File: config.mk
export PLATFORM = sky130hd
export DESIGN_NAME = sdram_refresh_sched
export DESIGN_NICKNAME = d
export VERILOG_FILES = /design/src/rtl/ref_sched_pkg.sv /design/src/rtl/ref_tick_gen.sv /design/src/rtl/ref_owed_ctr.sv /design/src/rtl/ref_seq_fsm.sv /design/src/rtl/sdram_refresh_sched.sv
export SDC_FILE = /design/constraint.sdc
export NUM_CORES = 1
export LEC_CHECK = 0
export BUFFER_PORTS_ARGS = -buffer_cell sky130_fd_sc_hd__buf_4
export CAP_MARGIN = 30
export CORE_MARGIN = 2
export CORE_UTILIZATION = 53
export DETAILED_ROUTE_END_ITERATION = 16
export GPL_TIMING_DRIVEN = 0
export PLACE_DENSITY = 0.78
export SYNTH_ARGS = -nofsm -noshare
export SYNTH_HDL_FRONTEND = slang
export SYNTH_HIERARCHICAL = 1
export SYNTH_SLANG_ARGS = --single-unit
File: constraint.sdc
create_clock -name clk_i -period 3.3 [get_ports clk_i]
set_clock_uncertainty 0.2 [all_clocks]
set_input_delay 0.66 -clock clk_i [delete_from_list [all_inputs] [get_ports clk_i]]
set_output_delay 0.66 -clock clk_i [all_outputs]
set_load 0.005 [all_outputs]
File: src/rtl/ref_sched_pkg.sv
package ref_sched_pkg;

  typedef enum logic [1:0] {
    CMD_NOP,
    CMD_PREA,
    CMD_REF
  } cmd_e;

  typedef enum logic [2:0] {
    ST_IDLE,
    ST_PREA,
    ST_RP,
    ST_REF,
    ST_RFC,
    ST_SRE,
    ST_SR,
    ST_XS
  } st_e;

  typedef struct packed {
    logic cs_n;
    logic ras_n;
    logic cas_n;
    logic we_n;
    logic a10;
  } pins_t;

  function automatic pins_t enc_cmd(cmd_e c);
    pins_t p;
    case (c)
      CMD_PREA: p = '{cs_n: 1'b0, ras_n: 1'b0, cas_n: 1'b1, we_n: 1'b0, a10: 1'b1};
      CMD_REF:  p = '{cs_n: 1'b0, ras_n: 1'b0, cas_n: 1'b0, we_n: 1'b1, a10: 1'b0};
      default:  p = '{cs_n: 1'b0, ras_n: 1'b1, cas_n: 1'b1, we_n: 1'b1, a10: 1'b0};
    endcase
    return p;
  endfunction

endpackage

File: src/rtl/ref_tick_gen.sv
module ref_tick_gen #(
  parameter int IW = 16
) (
  input  logic          clk_i,
  input  logic          rst_ni,
  input  logic [IW-1:0] interval_i,
  output logic          tick_o
);
  localparam logic [IW-1:0] ONE = IW'(1);

  logic [IW-1:0] cnt_q;
  logic          wrap;

  // >= keeps the wrap sane if the interval shrinks mid-count
  assign wrap   = (interval_i != '0) && (cnt_q >= interval_i - ONE);
  assign tick_o = wrap;

  always_ff @(posedge clk_i or negedge rst_ni) begin
    if (!rst_ni)                 cnt_q <= '0;
    else if (interval_i == '0)   cnt_q <= '0;
    else if (wrap)               cnt_q <= '0;
    else                         cnt_q <= cnt_q + ONE;
  end
endmodule

File: src/rtl/ref_owed_ctr.sv
module ref_owed_ctr #(
  parameter int OW = 4
) (
  input  logic          clk_i,
  input  logic          rst_ni,
  input  logic          tick_i,
  input  logic          dec_i,
  input  logic          clr_i,
  input  logic [OW-1:0] limit_i,
  output logic [OW-1:0] owed_o,
  output logic          full_o
);
  localparam logic [OW-1:0] ONE = OW'(1);

  logic [OW-1:0] owed_q, owed_d;

  always_comb begin
    owed_d = owed_q;
    if (dec_i && owed_q != '0) owed_d = owed_q - ONE;
    if (tick_i && owed_d < limit_i) owed_d = owed_d + ONE;
    if (clr_i) owed_d = '0;
  end

  always_ff @(posedge clk_i or negedge rst_ni) begin
    if (!rst_ni) owed_q <= '0;
    else         owed_q <= owed_d;
  end

  assign owed_o = owed_q;
  assign full_o = (limit_i != '0) && (owed_q >= limit_i);
endmodule

File: src/rtl/ref_seq_fsm.sv
module ref_seq_fsm
  import ref_sched_pkg::*;
#(
  parameter int OW = 4,
  parameter int TW = 8
) (
  input  logic          clk_i,
  input  logic          rst_ni,
  input  logic [OW-1:0] owed_i,
  input  logic          full_i,
  input  logic          grant_i,
  input  logic          sr_req_i,
  input  logic [TW-1:0] trp_i,
  input  logic [TW-1:0] trfc_i,
  input  logic [TW-1:0] txsr_i,
  output cmd_e          cmd_o,
  output logic          cke_o,
  output logic          busy_o,
  output logic          sr_ack_o,
  output logic          req_o,
  output logic          dec_o,
  output logic          clr_o
);
  localparam logic [TW-1:0] T_ONE = TW'(1);
  localparam logic [OW-1:0] O_ONE = OW'(1);

  st_e           st_q, st_d;
  logic [TW-1:0] wait_q, wait_d;
  logic          srp_q, srp_d;   // current sequence heads for self-refresh
  logic          owed_nz, owed_gt1;
  st_e           after_rp;

  assign owed_nz  = owed_i != '0;
  assign owed_gt1 = owed_i > O_ONE;
  assign after_rp = srp_q ? ST_SRE : ST_REF;

  always_comb begin
    st_d   = st_q;
    wait_d = wait_q;
    srp_d  = srp_q;
    unique case (st_q)
      ST_IDLE: begin
        if (sr_req_i && grant_i) begin
          st_d  = ST_PREA;
          srp_d = 1'b1;
        end else if (owed_nz && (grant_i || full_i)) begin
          st_d  = ST_PREA;
          srp_d = 1'b0;
        end
      end
      ST_PREA: begin
        if (trp_i <= T_ONE) st_d = after_rp;
        else begin
          st_d   = ST_RP;
          wait_d = trp_i - T_ONE;
        end
      end
      ST_RP: begin
        if (wait_q <= T_ONE) st_d = after_rp;
        else                 wait_d = wait_q - T_ONE;
      end
      ST_REF: begin
        if (trfc_i <= T_ONE) st_d = owed_gt1 ? ST_REF : ST_IDLE;
        else begin
          st_d   = ST_RFC;
          wait_d = trfc_i - T_ONE;
        end
      end
      ST_RFC: begin
        if (wait_q <= T_ONE) st_d = owed_nz ? ST_REF : ST_IDLE;
        else                 wait_d = wait_q - T_ONE;
      end
      ST_SRE: st_d = ST_SR;
      ST_SR: begin
        if (!sr_req_i) begin
          st_d   = ST_XS;
          wait_d = txsr_i;
        end
      end
      ST_XS: begin
        if (wait_q <= T_ONE) st_d = ST_IDLE;
        else                 wait_d = wait_q - T_ONE;
      end
      default: st_d = ST_IDLE;
    endcase
  end

  always_ff @(posedge clk_i or negedge rst_ni) begin
    if (!rst_ni) begin
      st_q   <= ST_IDLE;
      wait_q <= '0;
      srp_q  <= 1'b0;
    end else begin
      st_q   <= st_d;
      wait_q <= wait_d;
      srp_q  <= srp_d;
    end
  end

  always_comb begin
    cmd_o = CMD_NOP;
    if (st_q == ST_PREA) cmd_o = CMD_PREA;
    if (st_q == ST_REF || st_q == ST_SRE) cmd_o = CMD_REF;
  end

  assign cke_o    = !(st_q == ST_SRE || st_q == ST_SR);
  assign busy_o   = st_q != ST_IDLE;
  assign sr_ack_o = st_q == ST_SR;
  assign req_o    = (st_q == ST_IDLE) && (owed_nz || sr_req_i);
  assign dec_o    = st_q == ST_REF;
  assign clr_o    = st_q == ST_SRE || st_q == ST_SR || st_q == ST_XS;
endmodule

File: src/rtl/sdram_refresh_sched.sv
module sdram_refresh_sched
  import ref_sched_pkg::*;
#(
  parameter int IW = 16,
  parameter int OW = 4,
  parameter int TW = 8
) (
  input  logic          clk_i,
  input  logic          rst_ni,
  input  logic [IW-1:0] interval_i,
  input  logic [OW-1:0] post_limit_i,
  input  logic [TW-1:0] trp_i,
  input  logic [TW-1:0] trfc_i,
  input  logic [TW-1:0] txsr_i,
  input  logic          grant_i,
  output logic          ref_req_o,
  output logic          urgent_o,
  output logic          busy_o,
  input  logic          sr_req_i,
  output logic          sr_ack_o,
  output logic          cke_o,
  output logic          cs_no,
  output logic          ras_no,
  output logic          cas_no,
  output logic          we_no,
  output logic          a10_o
);
  logic          tick, dec, clr, full;
  logic [OW-1:0] owed;
  cmd_e          cmd;
  pins_t         pins;

  ref_tick_gen #(.IW(IW)) u_tick (
    .clk_i      (clk_i),
    .rst_ni     (rst_ni),
    .interval_i (interval_i),
    .tick_o     (tick)
  );

  ref_owed_ctr #(.OW(OW)) u_owed (
    .clk_i   (clk_i),
    .rst_ni  (rst_ni),
    .tick_i  (tick),
    .dec_i   (dec),
    .clr_i   (clr),
    .limit_i (post_limit_i),
    .owed_o  (owed),
    .full_o  (full)
  );

  ref_seq_fsm #(.OW(OW), .TW(TW)) u_fsm (
    .clk_i    (clk_i),
    .rst_ni   (rst_ni),
    .owed_i   (owed),
    .full_i   (full),
    .grant_i  (grant_i),
    .sr_req_i (sr_req_i),
    .trp_i    (trp_i),
    .trfc_i   (trfc_i),
    .txsr_i   (txsr_i),
    .cmd_o    (cmd),
    .cke_o    (cke_o),
    .busy_o   (busy_o),
    .sr_ack_o (sr_ack_o),
    .req_o    (ref_req_o),
    .dec_o    (dec),
    .clr_o    (clr)
  );

  assign pins     = enc_cmd(cmd);
  assign cs_no    = pins.cs_n;
  assign ras_no   = pins.ras_n;
  assign cas_no   = pins.cas_n;
  assign we_no    = pins.we_n;
  assign a10_o    = pins.a10;
  assign urgent_o = full;
endmodule

==> impl_metrics.yaml, run 1 <==
layout:
  post_route_cells_drive_above_1_share: 0.260
  fin_nets: 615
  insertedDiodeCount: 0
  fillers: 513
  mostFrequentLayoutCell: "buf_4"
  final_cell_mix: "buf_4, nor2_1, ha_1"
  fin_util: 0.686
  area_growth_pct: 26.7
logic_synthesis:
  synth.cell_area_sq_um: 3640
  seq_area_frac_synth: 0.220
  syn_nets: 528
  synth_seq_cells: 32
  synthDistinctLibCells: 73
  yosysWarnings: 6
  synthArstFlopShare: 1.00
  syn_inst: 443
  synth_edf_count: 0
  ys.flop_type: "dfrtp_1"
  synth.avg_cell_area_sq_um: 8.22
timing:
  fmaxAchievable_mhz: 242
  period_share: 1.25
  worst_slack_ns: -0.834
  period_needed_ns: 4.13
  setup_violations: 20
  slew_viol_final: 0
  hold_viol_final: 0
  rsz0062_at_grt: "yes"
  relSlewSlack: 0.547
  hold-worst-slack_ns: 0.0991
  tightest_slew_ns: 0.673
pwr:
  power_w: 0.00337
  p_leak_nw: 2.01
  ir_drop_mv: 0.434
  power_density_nw_per_um2: 730
clock_tree:
  numCtsBuffers: 5
  cts_hold_buffers: 0
  clk_pin_slew_ns: 0.07
  clock-sinks: 32
  insertion_delay_ns: 0.28
  clock_path_buffers: 2
  root_buffer: "clkbuf_8"
  htree_levels: 2
  cts_tree: "done"
place:
  pre_cts_ws_ns: -1.39
  port_buffers: 56
  place_congestion: 0.903
  place_hpwl_microns: 7210
floorplan:
  design.die.area_sq_um: 7550
  ioPinCount: 58
  rows: 30
  die_h_microns: 86.9
  initial_core_util: 0.542
  die_w_microns: 86.9
  core_area_sq_um: 6720
critical_path:
  critPathMaxFanout: 6
  crit_arrival_ns: 4.09
  path_cells: "buf_8 > nor4_4 > nand2_1 > or4_4 > nor3_4 > xnor2_1 > ha_1 > nand4_1 > a211o_1 > o31ai_4 > nor2_2 > a21oi_2 > nand3_2 > o41ai_4 > buf_4 > mux2i_1 > nor2_1"
  cp-end-kind: "flip-flop"
  worst_ep_required_time_ns: 3.26
  startpoint_type: "input port"
  crit_slowest_cell: "or4_4"
  r2r_cells: 13
  slowest_delay_ns: 0.46
  worstSetupPathType: "in -> reg"
global_routing:
  grt_pass1_wl_microns: 16500
  grt_pass1_vias: 3491
  globalRoute.totalOverflow: 0
  antenna_found_initial: 0
  grtUsageTotal: 0.269
  grt_start_max_net_pins: 33
detailed_routing:
  vias: 3842
  vias_per_cell: 6.29
  drt_drc_violations_left: 0
  drtIter0Drc: 302
  routed_wirelength_microns: 10500
  post_drt_wl_per_cell_microns: 17.2
  ant_nets: 0
  drtPass1Iterations: 5
job:
  cap_viol_max_count: 0
run_status:
  violations: "negative setup slack"
  status: "finished, violations left"
hold_path:
  holdCritPathClass: "in -> async"
## layout make-up
class / count / area (sq um) / area share
Tap cell: 80 / 100 / 0.0217
Clock buffer: 6 / 72.6 / 0.0157
Multi-Input combinational cell: 364 / 2760 / 0.598
Inverter: 30 / 113 / 0.0244
Buffer: 17 / 95.1 / 0.0206
Clock inverter: 2 / 35.0 / 0.00760
Timing Repair Buffer: 80 / 637 / 0.138
Sequential cell: 32 / 801 / 0.174
## cell usage after synthesis (10+ instances only)
cell type,count,area share
ha_1,37,0.13
inv_1,27,0.028
xnor2_1,22,0.053
nor3_1,14,0.019
nand2_1,28,0.029
xor2_1,17,0.041
clkbuf_1,12,0.012
a31oi_1,10,0.017
nor2_1,46,0.047
nand3_1,20,0.027
dfrtp_1,32,0.22
a21oi_1,24,0.033
o21ai_0,14,0.019
## per-stage QoR
stage                     setup TNS [ns]  cells  instance area (sq um)
final                             -10.70    611                   4610
after global routing              -13.04    611                   4610
after CTS                          -5.44    605                   4510
after detailed placement          -12.84    579                   4190
after global placement            -10.59    579                   4190
after floorplan                    -3.50    443                   3670
## power by group
group	internal (W)	leakage, nW	switching, W	total (W)
sequential	0.000548	0.408	0.000222	0.000771
clock	0.000224	0.0552	0.000140	0.000364
combinational	0.000992	1.54	0.00124	0.00223
## metal layers
metal / track usage / up-vias / part of all wire
met2: 0.427 / 198 / 0.47
met4: 0.0724 / 0 / 0.022
met5: 0 / - / 0
met1: 0.385 / 1811 / 0.44
li1: - / 1798 / -
met3: 0.0341 / 35 / 0.074
## flip-flops by register name (all words and copies together), names as in the netlist
register / cells
u_tick/cnt_q: 16
u_fsm/wait_q: 8
u_fsm/srp_q: 1
u_owed/owed_o: 4
u_fsm/st_q: 3
## worst max-delay path, delay by kind of cell
kind                       cells  cell delay, ns
muxes                          1            0.18
buffers and inverters          2            0.29
adders and majority gates      1            0.30
and+or+nand+nor                8            1.54
xor gates and xnor gates       1            0.09
AOI/OAI and AO/OA              4            1.02
## cell families (layout without fill, tap and decap cells)
logic type               count (synthesis)  count (layout)  share of synthesized area
buffers and inverters                   47             135                     0.0570
AND/OR/NAND/NOR                        177             177                      0.268
multiplexers                             9               9                     0.0268
flip-flops                              32              32                      0.220
AO/OA/AOI/OAI                          101             101                      0.206
XOR/XNOR                                39              39                     0.0938
other                                    1               1                    0.00103
adder cells (fa/ha/maj)                 37              37                      0.127
## repair_timing
action	CTS	global route
gates resized for setup	15	10
cloned	1	0
setup endpoints to repair	19	21
setup buffers	17	6
pin swaps	14	6
## worst paths after layout
| check | slack [ns] | from | endpoint |
|---|---|---|---|
| setup / recovery | -0.83 | interval_i[3] | u_owed/owed_o[1] |
| hold reg to reg | 0.34 | u_tick/cnt_q[0] | u_tick/cnt_q[0] |
| min in group clk_i | 0.34 | u_tick/cnt_q[0] | u_tick/cnt_q[0] |
| setup reg to reg | -0.40 | u_fsm/st_q[0] | u_owed/owed_o[3] |
| hold / removal | 0.1 | rst_ni | u_tick/cnt_q[15] |
| max in group asynchronous | 2.51 | rst_ni | u_tick/cnt_q[4] |
No activity file was read; power rests on OpenSTA's default activity.
==> run 2: changes to the inputs <==
Settings changed: CORE_MARGIN 2 to 10.
==> impl_metrics.yaml, run 2 (synthesis results as in run 1) <==
global_routing:
  grt_start_max_net_pins: 33
  grt_pass1_vias: 3677
  antenna_found_initial: 0
  globalRoute.totalOverflow: 0
  grt_pass1_wl_microns: 16900
  grtUsageTotal: 0.199
layout:
  regMostFlops: "u_tick/cnt_q"
  area_growth_pct: 28.2
  final_cells: 610
  final_cell_mix: "buf_4, ha_1, nor2_1"
  fin_util: 0.695
  mostFrequentLayoutCell: "buf_4"
  largest_register_ff_count: 16
  post_route_cells_drive_above_1_share: 0.274
  fin_nets: 614
  insertedDiodeCount: 0
critical_path:
  critPathMaxFanout: 6
  cp_top_family: "compound AO/OA/AOI/OAI gates"
  crit_buf_inv: 6
  worstSetupPathType: "in -> reg"
  slowest_delay_ns: 0.39
  crit_slowest_cell: "nor4_4"
  rr_startpoint: "u_fsm/st_q[0]"
  rrSetupSlack_ns: -0.35
  startpoint_type: "input port"
  crit_arrival_ns: 4.03
  startpoint: "interval_i[4]"
  worst_ep_required_time_ns: 3.26
  cp_common_cell: "buf_4"
  path_cells: "buf_8 > nor4_4 > nand3_2 > buf_6 > buf_4 > buf_4 > buf_4 > xor2_1 > ha_1 > nand4_1 > a211o_1 > o31ai_4 > nor2_2 > a21oi_2 > nand3_2 > o41ai_4 > buf_6 > mux2i_1 > nor2_1"
  cp-end-kind: "flip-flop"
timing:
  fmaxAchievable_mhz: 246
  setup_violations: 20
  slew_viol_final: 0
  hold_viol_final: 0
  relSlewSlack: 0.551
  tightest_slew_ns: 0.667
  period_needed_ns: 4.06
  period_share: 1.23
  rsz0062_at_grt: "yes"
  worst_slack_ns: -0.762
floorplan:
  ioPinCount: 58
  rows: 30
  die_w_microns: 103
  core_area_sq_um: 6720
  die_h_microns: 103
  initial_core_util: 0.542
  design.die.area_sq_um: 10600
run_status:
  violations: "negative setup slack"
  status: "finished, violations left"
pwr:
  ir_drop_mv: 0.459
  p_leak_nw: 2.01
  power_density_nw_per_um2: 746
detailed_routing:
  ant_nets: 0
  drt_drc_violations_left: 0
  drtPass1Iterations: 5
  post_drt_wl_per_cell_microns: 17.8
  drtIter0Drc: 241
  vias: 3738
  routed_wirelength_microns: 10900
  vias_per_cell: 6.13
clock_tree:
  clock-sinks: 32
  htree_levels: 2
  clock_path_buffers: 2
  insertion_delay_ns: 0.29
  clk_pin_slew_ns: 0.07
  cts_hold_buffers: 0
  root_buffer: "clkbuf_8"
  cts_tree: "done"
  numCtsBuffers: 5
place:
  place_congestion: 0.915
  place_hpwl_microns: 7870
  placedCellCount: 579
  port_buffers: 56
hold_path:
  holdCritPathClass: "in -> async"
job:
  cap_viol_max_count: 0
-- run 2: worst paths after layout --
kind / depth (start not counted) / endpoint
setup / recovery: 19 / u_owed/owed_o[1]
hold / removal: 1 / u_tick/cnt_q[15]
setup reg to reg: 13 / u_owed/owed_o[3]
hold reg to reg: 1 / u_tick/cnt_q[0]
max in group asynchronous: 1 / u_tick/cnt_q[7]
min in group clk_i: 1 / u_tick/cnt_q[0]
-- run 2: power by group --
part,leakage (nW),switching (W),internal (W)
logic,1.54,0.00128,0.00102
clock network,0.0645,0.000148,0.000266
registers,0.408,0.000222,0.000548
-- run 2: repair_timing --
item,4_1_cts,5_1_grt
gates cloned,1,0
setup endpoints to repair,19,20
gates resized for setup,25,16
setup buffers,20,6
pin swaps,14,9
-- run 2: through the flow --
stage                     hold slack [ns]  setup slack [ns]  TNS, ns  total power (W)  area (sq um)
after floorplan                     0.164            -0.721    -3.50          0.00228          3670
after global placement              0.314             -1.24   -10.57          0.00280          4190
after detailed placement            0.321             -1.37   -12.37          0.00289          4190
after CTS                           0.107            -0.617    -6.05          0.00341          4590
after global routing                0.117            -0.879   -13.09          0.00374          4670
final                              0.0854            -0.762   -11.42          0.00348          4670
-- run 2: layer usage --
metal  part of all wire  global-route usage
met5                  0                   0
met4              0.028              0.0866
met3              0.069              0.0362
met2               0.48               0.322
met1               0.43               0.253
-- run 2: layout make-up --
| cell class | instances | area [sq um] |
|---|---|---|
| multi-input combinational | 364 | 2790 |
| fill | 502 | 2050 |
| sequential | 32 | 801 |
| timing repair buffer | 79 | 648 |
| inverter | 30 | 113 |
| tap | 80 | 100 |
| clock buffer | 7 | 96.3 |
| buffer | 17 | 95.1 |
| clock inverter | 1 | 30.0 |
-- run 2: worst reg2reg max path: stages (launching register included) --
cell       delay [ns]
dfrtp_1          0.33
clkbuf_1         0.35
nand2b_1         0.29
nor2_1           0.32
inv_1            0.13
nor4_1           0.34
mux2_2           0.40
ha_1             0.29
nand2_1          0.06
o2111ai_1        0.27
o41ai_4          0.13
buf_6            0.15
and4_1           0.14
nor3_1           0.15
